File: src/rtl/mon_hs_pkg.sv
package mon_hs_pkg;
  localparam int FLAG_W = 5;
  localparam int F_XMR = 0;  // transmit register free
  localparam int F_RAB = 1;  // remote abort seen
  localparam int F_RMR = 2;  // receive byte ready
  localparam int F_XAB = 3;  // local abort issued
  localparam int F_EOM = 4;  // end of message

  typedef enum logic [1:0] {RX_WAIT, RX_HELD, RX_ACKING} rx_st_e;
  typedef enum logic {TX_FREE, TX_BUSY} tx_st_e;

  // next value of the idle-frame counter, saturating at the limit
  function automatic int unsigned idle_next(input int unsigned cnt, input logic mx,
                                            input int unsigned limit);
    if (mx) return 0;
    if (cnt >= limit) return limit;
    return cnt + 1;
  endfunction
endpackage

File: src/rtl/mon_rx_ctl.sv
module mon_rx_ctl
  import mon_hs_pkg::*;
#(
  parameter int DATA_W     = 8,
  parameter int EOM_FRAMES = 2
) (
  input  logic              clk,
  input  logic              rst_n,
  input  logic              clr_i,
  input  logic              sync_i,
  input  logic [DATA_W-1:0] byte_i,
  input  logic              mx_i,
  output logic [DATA_W-1:0] data_o,
  output logic              ack_o,
  output logic              abort_o,
  output logic              acc_evt_o,
  output logic              mis_evt_o,
  output logic              eom_evt_o
);
  localparam int CNT_W = $clog2(EOM_FRAMES + 1);

  rx_st_e            st_q;
  logic [DATA_W-1:0] cand_q;
  logic              started_q;
  logic [CNT_W-1:0]  idle_q;
  logic [CNT_W-1:0]  idle_d;

  assign acc_evt_o = sync_i && (st_q == RX_HELD) && mx_i && (byte_i == cand_q);
  assign mis_evt_o = sync_i && (st_q == RX_HELD) && mx_i && (byte_i != cand_q);
  assign idle_d    = CNT_W'(idle_next(int'(idle_q), mx_i, EOM_FRAMES));
  assign eom_evt_o = sync_i && started_q && !mx_i && (int'(idle_d) == EOM_FRAMES);
  assign ack_o     = (st_q == RX_ACKING);

  always_ff @(posedge clk or negedge rst_n) begin
    if (!rst_n) begin
      st_q      <= RX_WAIT;
      cand_q    <= '0;
      data_o    <= '0;
      abort_o   <= 1'b0;
      started_q <= 1'b0;
      idle_q    <= '0;
    end else if (clr_i) begin
      st_q      <= RX_WAIT;
      cand_q    <= '0;
      data_o    <= '0;
      abort_o   <= 1'b0;
      started_q <= 1'b0;
      idle_q    <= '0;
    end else if (sync_i) begin
      abort_o <= mis_evt_o;
      unique case (st_q)
        RX_WAIT: if (mx_i) begin
          cand_q <= byte_i;
          st_q   <= RX_HELD;
        end
        RX_HELD: begin
          if (acc_evt_o) begin
            data_o <= byte_i;
            st_q   <= RX_ACKING;
          end else begin
            st_q <= RX_WAIT;
          end
        end
        RX_ACKING: if (!mx_i) st_q <= RX_WAIT;
        default: st_q <= RX_WAIT;
      endcase
      if (acc_evt_o) begin
        started_q <= 1'b1;
        idle_q    <= '0;
      end else if (eom_evt_o) begin
        started_q <= 1'b0;
        idle_q    <= '0;
      end else if (started_q) begin
        idle_q <= idle_d;
      end
    end
  end
endmodule

File: src/rtl/mon_tx_ctl.sv
module mon_tx_ctl
  import mon_hs_pkg::*;
#(
  parameter int DATA_W = 8
) (
  input  logic              clk,
  input  logic              rst_n,
  input  logic              clr_i,
  input  logic              sync_i,
  input  logic              mr_i,
  input  logic              abort_i,
  input  logic              wr_i,
  input  logic [DATA_W-1:0] wdata_i,
  output logic [DATA_W-1:0] byte_o,
  output logic              mx_o,
  output logic              done_evt_o,
  output logic              rab_evt_o
);
  tx_st_e st_q;

  assign rab_evt_o  = sync_i && (st_q == TX_BUSY) && abort_i;
  assign done_evt_o = sync_i && (st_q == TX_BUSY) && (abort_i || mr_i);
  assign mx_o       = (st_q == TX_BUSY);

  always_ff @(posedge clk or negedge rst_n) begin
    if (!rst_n) begin
      st_q   <= TX_FREE;
      byte_o <= '0;
    end else if (clr_i) begin
      st_q   <= TX_FREE;
      byte_o <= '0;
    end else if (st_q == TX_BUSY) begin
      if (done_evt_o) st_q <= TX_FREE;
    end else if (wr_i) begin
      byte_o <= wdata_i;
      st_q   <= TX_BUSY;
    end
  end
endmodule

File: src/rtl/mon_flags.sv
module mon_flags #(
  parameter int FLAG_W = 5
) (
  input  logic              clk,
  input  logic              rst_n,
  input  logic              clr_i,
  input  logic              rd_i,
  input  logic [FLAG_W-1:0] set_i,
  output logic [FLAG_W-1:0] flags_o
);
  for (genvar i = 0; i < FLAG_W; i++) begin : g_flag
    always_ff @(posedge clk or negedge rst_n) begin
      if (!rst_n)          flags_o[i] <= 1'b0;
      else if (clr_i)      flags_o[i] <= 1'b0;
      else if (set_i[i])   flags_o[i] <= 1'b1;
      else if (rd_i)       flags_o[i] <= 1'b0;
    end
  end
endmodule

File: src/rtl/mon_hs_ctrl.sv
module mon_hs_ctrl
  import mon_hs_pkg::*;
#(
  parameter int DATA_W     = 8,
  parameter int EOM_FRAMES = 2
) (
  input  logic              clk,
  input  logic              rst_n,
  input  logic              frame_sync_i,
  input  logic [DATA_W-1:0] rx_byte_i,
  input  logic              rx_mx_i,
  input  logic              rx_mr_i,
  input  logic              rx_abort_i,
  input  logic              wr_en_i,
  input  logic [DATA_W-1:0] wr_data_i,
  input  logic              rd_stat_i,
  input  logic              cmd_reset_i,
  output logic [DATA_W-1:0] tx_byte_o,
  output logic              tx_mx_o,
  output logic              tx_mr_o,
  output logic              tx_abort_o,
  output logic [DATA_W-1:0] rx_data_o,
  output logic [4:0]        status_o
);
  logic acc_evt, mis_evt, eom_evt, done_evt, rab_evt;
  logic [FLAG_W-1:0] set_vec;

  mon_rx_ctl #(.DATA_W(DATA_W), .EOM_FRAMES(EOM_FRAMES)) u_rx (
    .clk(clk), .rst_n(rst_n), .clr_i(cmd_reset_i), .sync_i(frame_sync_i),
    .byte_i(rx_byte_i), .mx_i(rx_mx_i), .data_o(rx_data_o), .ack_o(tx_mr_o),
    .abort_o(tx_abort_o), .acc_evt_o(acc_evt), .mis_evt_o(mis_evt),
    .eom_evt_o(eom_evt)
  );

  mon_tx_ctl #(.DATA_W(DATA_W)) u_tx (
    .clk(clk), .rst_n(rst_n), .clr_i(cmd_reset_i), .sync_i(frame_sync_i),
    .mr_i(rx_mr_i), .abort_i(rx_abort_i), .wr_i(wr_en_i), .wdata_i(wr_data_i),
    .byte_o(tx_byte_o), .mx_o(tx_mx_o), .done_evt_o(done_evt),
    .rab_evt_o(rab_evt)
  );

  always_comb begin
    set_vec        = '0;
    set_vec[F_XMR] = done_evt;
    set_vec[F_RAB] = rab_evt;
    set_vec[F_RMR] = acc_evt;
    set_vec[F_XAB] = mis_evt;
    set_vec[F_EOM] = eom_evt;
  end

  mon_flags #(.FLAG_W(FLAG_W)) u_flags (
    .clk(clk), .rst_n(rst_n), .clr_i(cmd_reset_i), .rd_i(rd_stat_i),
    .set_i(set_vec), .flags_o(status_o)
  );
endmodule

File: config.mk
export PLATFORM = sky130hd
export DESIGN_NAME = mon_hs_ctrl
export DESIGN_NICKNAME = d
export VERILOG_FILES = /design/src/rtl/mon_hs_pkg.sv /design/src/rtl/mon_rx_ctl.sv /design/src/rtl/mon_tx_ctl.sv /design/src/rtl/mon_flags.sv /design/src/rtl/mon_hs_ctrl.sv
export SDC_FILE = /design/constraint.sdc
export NUM_CORES = 1
export LEC_CHECK = 0
export ABC_CLOCK_PERIOD_IN_PS = 1510
export BUFFER_PORTS_ARGS = -buffer_cell sky130_fd_sc_hd__buf_2
export CAP_MARGIN = 10
export CORE_AREA = 2 2 61 63
export CTS_CLUSTER_SIZE = 12
export DETAILED_ROUTE_END_ITERATION = 16
export DIE_AREA = 0 0 63 65
export PLACE_DENSITY = 0.81
export RECOVER_POWER = 100
export SYNTH_ARGS = -nofsm -noshare
export SYNTH_HDL_FRONTEND = slang
export SYNTH_SLANG_ARGS = --single-unit
File: constraint.sdc
create_clock -name clk -period 1.51 [get_ports clk]
set_input_delay 0.0755 -clock clk [delete_from_list [all_inputs] [get_ports clk]]
set_output_delay 0.0755 -clock clk [all_outputs]
set_load 0.05 [all_outputs]
After elaboration in Yosys (flattened, before gate mapping)
Cells that the tools add are included.
{"block": "totals", "out_inout_bits": 24, "ff_bits": 36, "wordCells": 104, "in_bits": 25}
{"block": "classes", "eq_ne": 8, "n_reduce_logical": 32, "magnitude_cmp": 1, "n_addsub": 1, "n_mux": 49}
{"cell": "8-bit two-way mux", "n": 11}
{"cell": "2-bit two-way mux", "n": 13}
{"cell": "1-bit two-way mux", "n": 24}
{"cell": "3-bit nonzero test", "n": 6}
{"cell": "2-bit nonzero test", "n": 6}
{"cell": "1-bit logical AND", "n": 10}
{"cell": "3-bit AND reduction", "n": 3}
{"cell": "8-bit equality test", "n": 1}
{"cell": "8-bit != test", "n": 1}
{"cell": "3-bit != test (second input constant)", "n": 2}
{"cell": "2-bit one-hot mux with 3 select lines", "n": 1}
{"cell": "2-bit AND reduction", "n": 3}
{"cell": "2-bit equality test (second input constant)", "n": 2}
{"cell": "4-bit nonzero test", "n": 1}
{"cell": "2-bit by 1-bit adder with 2-bit output (second input constant)", "n": 1}
{"cell": "2-bit by 1-bit equality test with 1-bit output (second input constant)", "n": 1}
{"cell": "2-bit >= comparator (second input constant)", "n": 1}
{"cell": "2-bit zero test", "n": 1}
{"cell": "2-bit != test (second input constant)", "n": 1}
{"cell": "1-bit zero test", "n": 1}
{"cell": "1-bit logical OR", "n": 1}

Longest topological paths before layout
{"block": "logic_depth", "ltp_word": 11, "depth_mapped": 5, "mapped_depth_nobuf": 4}

Modules after synthesis
Synthesis repeated with hierarchy kept, for this count alone.
{"block": "unflattened", "cells_unflattened": 169, "area_unflattened_um2": 1773.0}
{"mod": "mon_rx_ctl", "cells_each": 109, "area_each_um2": 1107.3, "instances": 1}
{"mod": "mon_tx_ctl", "cells_each": 40, "area_each_um2": 465.4, "instances": 1}
{"mod": "mon_flags", "cells_each": 20, "area_each_um2": 200.2, "instances": 1}

Worst setup path after synthesis
No wires, ideal clock.
{"block": "synth_path", "path_kind": "register to register", "from": "reg u_tx.st_q (netlist: u_tx.mx_o)", "to": "reg u_tx.byte_o[0]", "stages_incl_launch_ff": 5, "slack_ns": 0.119, "t_arrival_ns": 1.260, "period_less_slack_ns": 1.391, "cell_sequence": "dfrtp_1 nand2b_1 buf_2 mux2i_1 nor2_1"}
{"block": "synth_via", "elab_chain_cells": 2}
{"item": "from (decl)", "line": "mon_tx_ctl.sv:19", "source": "tx_st_e st_q;"}
{"item": "from (signal assigned)", "line": "mon_tx_ctl.sv:27", "source": "st_q <= TX_FREE;"}
{"item": "from (signal assigned)", "line": "mon_tx_ctl.sv:30", "source": "st_q <= TX_FREE;"}
{"item": "from (signal assigned)", "line": "mon_tx_ctl.sv:33", "source": "if (done_evt_o) st_q <= TX_FREE;"}
{"item": "2-bit != test (no source line)"}
{"item": "2-bit AND reduction (no source line)"}
{"item": "to (signal assigned)", "line": "mon_tx_ctl.sv:35", "source": "byte_o <= wdata_i;"}
{"item": "to (decl)", "line": "mon_tx_ctl.sv:14", "source": "output logic [DATA_W-1:0] byte_o,"}
Every way passes these cells.
A chain may end at the register's enable or synchronous reset.

Worst setup path in the final report
{"block": "layout_path", "from": "reg u_rx.cand_q[6]", "to": "reg u_rx.data_o[2]"}
{"block": "layout_via", "elab_chain_cells": 4}
{"item": "from (decl)", "line": "mon_rx_ctl.sv:23", "source": "logic [DATA_W-1:0] cand_q;"}
{"item": "from (signal assigned)", "line": "mon_rx_ctl.sv:53", "source": "cand_q <= byte_i;"}
{"item": "8-bit equality test", "line": "mon_rx_ctl.sv:28", "source": "assign acc_evt_o = sync_i && (st_q == RX_HELD) && mx_i && (byte_i == cand_q);"}
{"item": "1-bit logical AND", "line": "mon_rx_ctl.sv:28"}
{"item": "2-bit nonzero test (no source line)"}
{"item": "3-bit AND reduction (no source line)"}
{"item": "to (signal assigned)", "line": "mon_rx_ctl.sv:58", "source": "data_o <= byte_i;"}
{"item": "to (decl)", "line": "mon_rx_ctl.sv:13", "source": "output logic [DATA_W-1:0] data_o,"}
Every way passes these cells.

==> qor.csv <==
stage,metric,value,unit
power_and_ir_drop,Pleak,0.994,nW
floorplan,Die H,65,um
layout,layout cells sized above 1,20.9,%
layout,FILL cells,300,
clock_tree,Worst-Skew Late Latency,0.34,ns
timing,Max Clk Rate,652,MHz
power_and_ir_drop,cell-internal power,0.00145,W
logic_synthesis,syn_nets,180,
power_and_ir_drop,Max IR drop VDD,503,uV
power_and_ir_drop,net load switching power,0.000518,W
logic_synthesis,"Seq/Total Area, Yosys",54.9,%
timing,Final Max Slew Viols,0,
timing,slew margin rel.,42.9,%
logic_synthesis,Synth area leader,dfrtp_1,
route,Vias/cell,5.00,
route,DR iter-0 viols,82,
critical_path,"Slowest-stage cell, CP",dfrtp_1,
power_and_ir_drop,Switching Share,26.3,%
layout,design area,0.00215,mm2
timing,min Tclk post-route,1.53,ns
critical_path,worst path bufs/invs,1,
logic_synthesis,Yosys cell types,27,
layout,synthesis-to-finish area growth,31.1,%
route,wire per inst,13.6,um
place,Post-DP Area,0.00197,mm2
worst_hold_path,type of the most critical hold path,primary input to register,
floorplan,core footprint,0.00350,mm2
timing,Min Hold Slack,0.00202,ns
grt,first-pass GRT wire length,6340,um
critical_path,startpoint types,register,
timing,final worst setup slack,-0.0236,ns
critical_path,critical path peak fanout,5,
floorplan,initial core utilization,46.9,%
clock_tree,CTS max path bufs,2,
place,DP HPWL,2330,um
logic_synthesis,mean post-synth cell area,10.6,um2
layout,Final nets,249,
place,routability cong.,0.787,
floorplan,Site Rows,22,
grt,GRT overflow,0,
timing,RSZ-0062 raised after global routing,yes,
critical_path,"CP delay by family, top",simple AND/OR/NAND/NOR gates,
critical_path,CP peak stage delay,0.40,ns
route,DRC,0,
timing,# setup viols final,5,
clock_tree,TritonCTS buffer count,5,
critical_path,WP data arrival,1.79,ns
floorplan,Die Wd,63,um
logic_synthesis,top cell type's share of synthesized area,54.9,%
layout,number of diodes,0,
logic_synthesis,post-synthesis cell count,155,
timing,post-route clock period utilization,102,%
timing,Final Hold Vio Count,0,
route,ANT nets after route,0,
run,max cap viols,0,
place,placed cell count,251,
route,Routed Wire Length,3720,um
logic_synthesis,Mapped Area,0.00164,mm2
clock_tree,Sink Count,36,
critical_path,cell breakdown of the critical path,xnor2_1 -> nand4_1 -> nor3_2 -> buf_4 -> mux2i_1,
critical_path,Worst setup EP type,register,
clock_tree,clock root cell,clkbuf_4,
grt,vias in the first global route,1361,
clock_tree,CTS tree,yes,
grt,initial antenna violation count,0,
floorplan,io pins,49,
grt,largest net degree at the start of global routing,37,
power_and_ir_drop,power share of the combinational group,15.2,%
logic_synthesis,register bit total from synthesis,36,
power_and_ir_drop,clock group share of total power,33.5,%
route,via count,1365,
place,port bufs,48,
route,drt first pass iters,4,
logic_synthesis,warnings from Yosys,0,
critical_path,WP data required,1.76,ns
clock_tree,H-tree depth,2,
grt,Total Routing Usage GR,19.9,%
floorplan,Die Area,0.00410,mm2
power_and_ir_drop,PwrDens,916,mW/mm2
timing,Fin Clk Skew,0.0102,ns
clock_tree,Worst-path clk slew,0.10,ns
critical_path,Worst Setup Path Type,register to register,
logic_synthesis,top post-synthesis cells by area,"dfrtp_1 55%, mux2i_1 9.8%, nand2b_1 7.6%",
timing,worst slew pin tran,0.857,ns
run_status,failing checks,negative setup slack,
layout,Finished Layout Cells,273,
power_and_ir_drop,sequential share of power,51.4,%
run_status,status,finished with violations,
cells by family after synthesis:
| logic type | Yosys count | synth area share (%) |
|---|---|---|
| buffers and inverters | 7 | 1.91 |
| XOR/XNOR | 8 | 4.27 |
| AO/OA/AOI/OAI | 22 | 8.09 |
| multiplexers | 16 | 9.76 |
| flip-flops | 36 | 54.9 |
| AND/OR/NAND/NOR | 66 | 21.1 |
registers in the layout, indices dropped and copies added, names as in the netlist:
register,flops
u_rx.abort_o,1
u_flags.flags_o,5
u_rx.started_q,1
u_rx.st_q,2
u_tx.mx_o,1
u_rx.cand_q,8
u_rx.idle_q,2
u_rx.data_o,8
u_tx.byte_o,8
repair_timing:
| action | 4_1_cts | 5_1_grt |
|---|---|---|
| cloned | 1 | 0 |
| setup endpoints to repair | 2 | 13 |
| hold endpoints to repair | 46 | 0 |
| pin swaps | 1 | 6 |
| gates resized for setup | 3 | 3 |
| hold buffers | 11 | 0 |
| buffers inserted | 1 | 1 |
power by group through the flow:
stage                     logic [W]  registers [W]  clock network, W
after floorplan            0.000106        0.00109                 0
after global placement     0.000277        0.00103                 0
after detailed placement   0.000280        0.00103                 0
after CTS                  0.000306        0.00101          0.000667
after global routing       0.000325        0.00102          0.000707
final                      0.000299        0.00101          0.000660
per-stage QoR:
stage                     worst slack (ns)  util [%]  TNS (ns)  total power [W]
final                              -0.0236      61.5   -0.0724          0.00197
after global routing                -0.143      61.5    -0.949          0.00205
after CTS                          0.00269      62.2         0          0.00198
after detailed placement           -0.0127      56.4   -0.0196          0.00131
after global placement              0.0679      56.4         0          0.00130
after floorplan                      0.119         -         0          0.00120
final timing paths:
kind,startpoint,end,slack (ns),depth (start not counted)
worst max-delay path,u_rx.cand_q[6],u_rx.data_o[2],-0.02,5
worst min-delay path,rx_byte_i[0],u_rx.cand_q[0],0.002,3
worst max register to register,u_rx.cand_q[6],u_rx.data_o[2],-0.02,5
worst min register to register,u_flags.flags_o[0],u_flags.flags_o[0],0.53,2
max in group asynchronous,rst_n,u_rx.cand_q[1],0.51,3
min in group asynchronous,rst_n,u_rx.st_q[1],0.46,3
worst min-delay path: cells and delay by family:
kind                   cells  cell delay [ns]
AO/OA/AOI/OAI              1             0.05
buffers and inverters      1             0.12
AND/OR/NAND/NOR            1             0.05
synthesized netlist by cell type:
cell type and number:
buf_2 1, and4b_1 1, nor2_1 12, nand2b_1 20
clkbuf_1 4, a21oi_1 16, inv_1 1, nand4_1 2
nand3b_1 1, or3_1 2, o211a_1 1, mux2i_1 16
o21bai_1 1, nand3_2 1, a32oi_1 1, nor2b_1 1
nor3b_2 1, o311ai_0 1, buf_4 1, or4_1 1
xnor2_1 8, dfrtp_1 36, nand2_1 21, nor3_1 2
and2b_1 1, o21ba_1 1, a21boi_0 1
metal layers:
metal / up-vias / wire length [um] / global-route usage [%]
met4: 0 / 110 / 9.17
li1: 661 / - / -
met1: 654 / 1600 / 24.0
met3: 11 / 162 / 3.65
met2: 39 / 1840 / 34.7
met5: - / 0 / 0
cells in the final DEF, fill, tap and decap left out, types with 2 or more instances in the layout:
cell type / netlist / routed
a21oi_1: 16 / 14
a21oi_2: 0 / 2
nor2_1: 12 / 12
clkbuf_4: 0 / 5
clkbuf_1: 4 / 24
mux2i_1: 16 / 16
dlygate4sd3_1: 0 / 11
buf_2: 1 / 25
clkbuf_2: 0 / 2
xnor2_1: 8 / 8
nand4_1: 2 / 2
nand2_1: 21 / 21
buf_4: 1 / 7
nand2b_1: 20 / 20
dfrtp_1: 36 / 36
area by class of cell:
cell class,instances,area (um2),share of cell area (%)
Clock buffer,6,41.3,1.92
Clock inverter,2,35.0,1.63
Inverter,1,3.75,0.175
Multi-Input combinational cell,112,726,33.7
Sequential cell,36,901,41.9
Tap cell,48,60.1,2.79
Timing Repair Buffer,68,384,17.9
No activity file was read; power rests on OpenSTA's default activity.
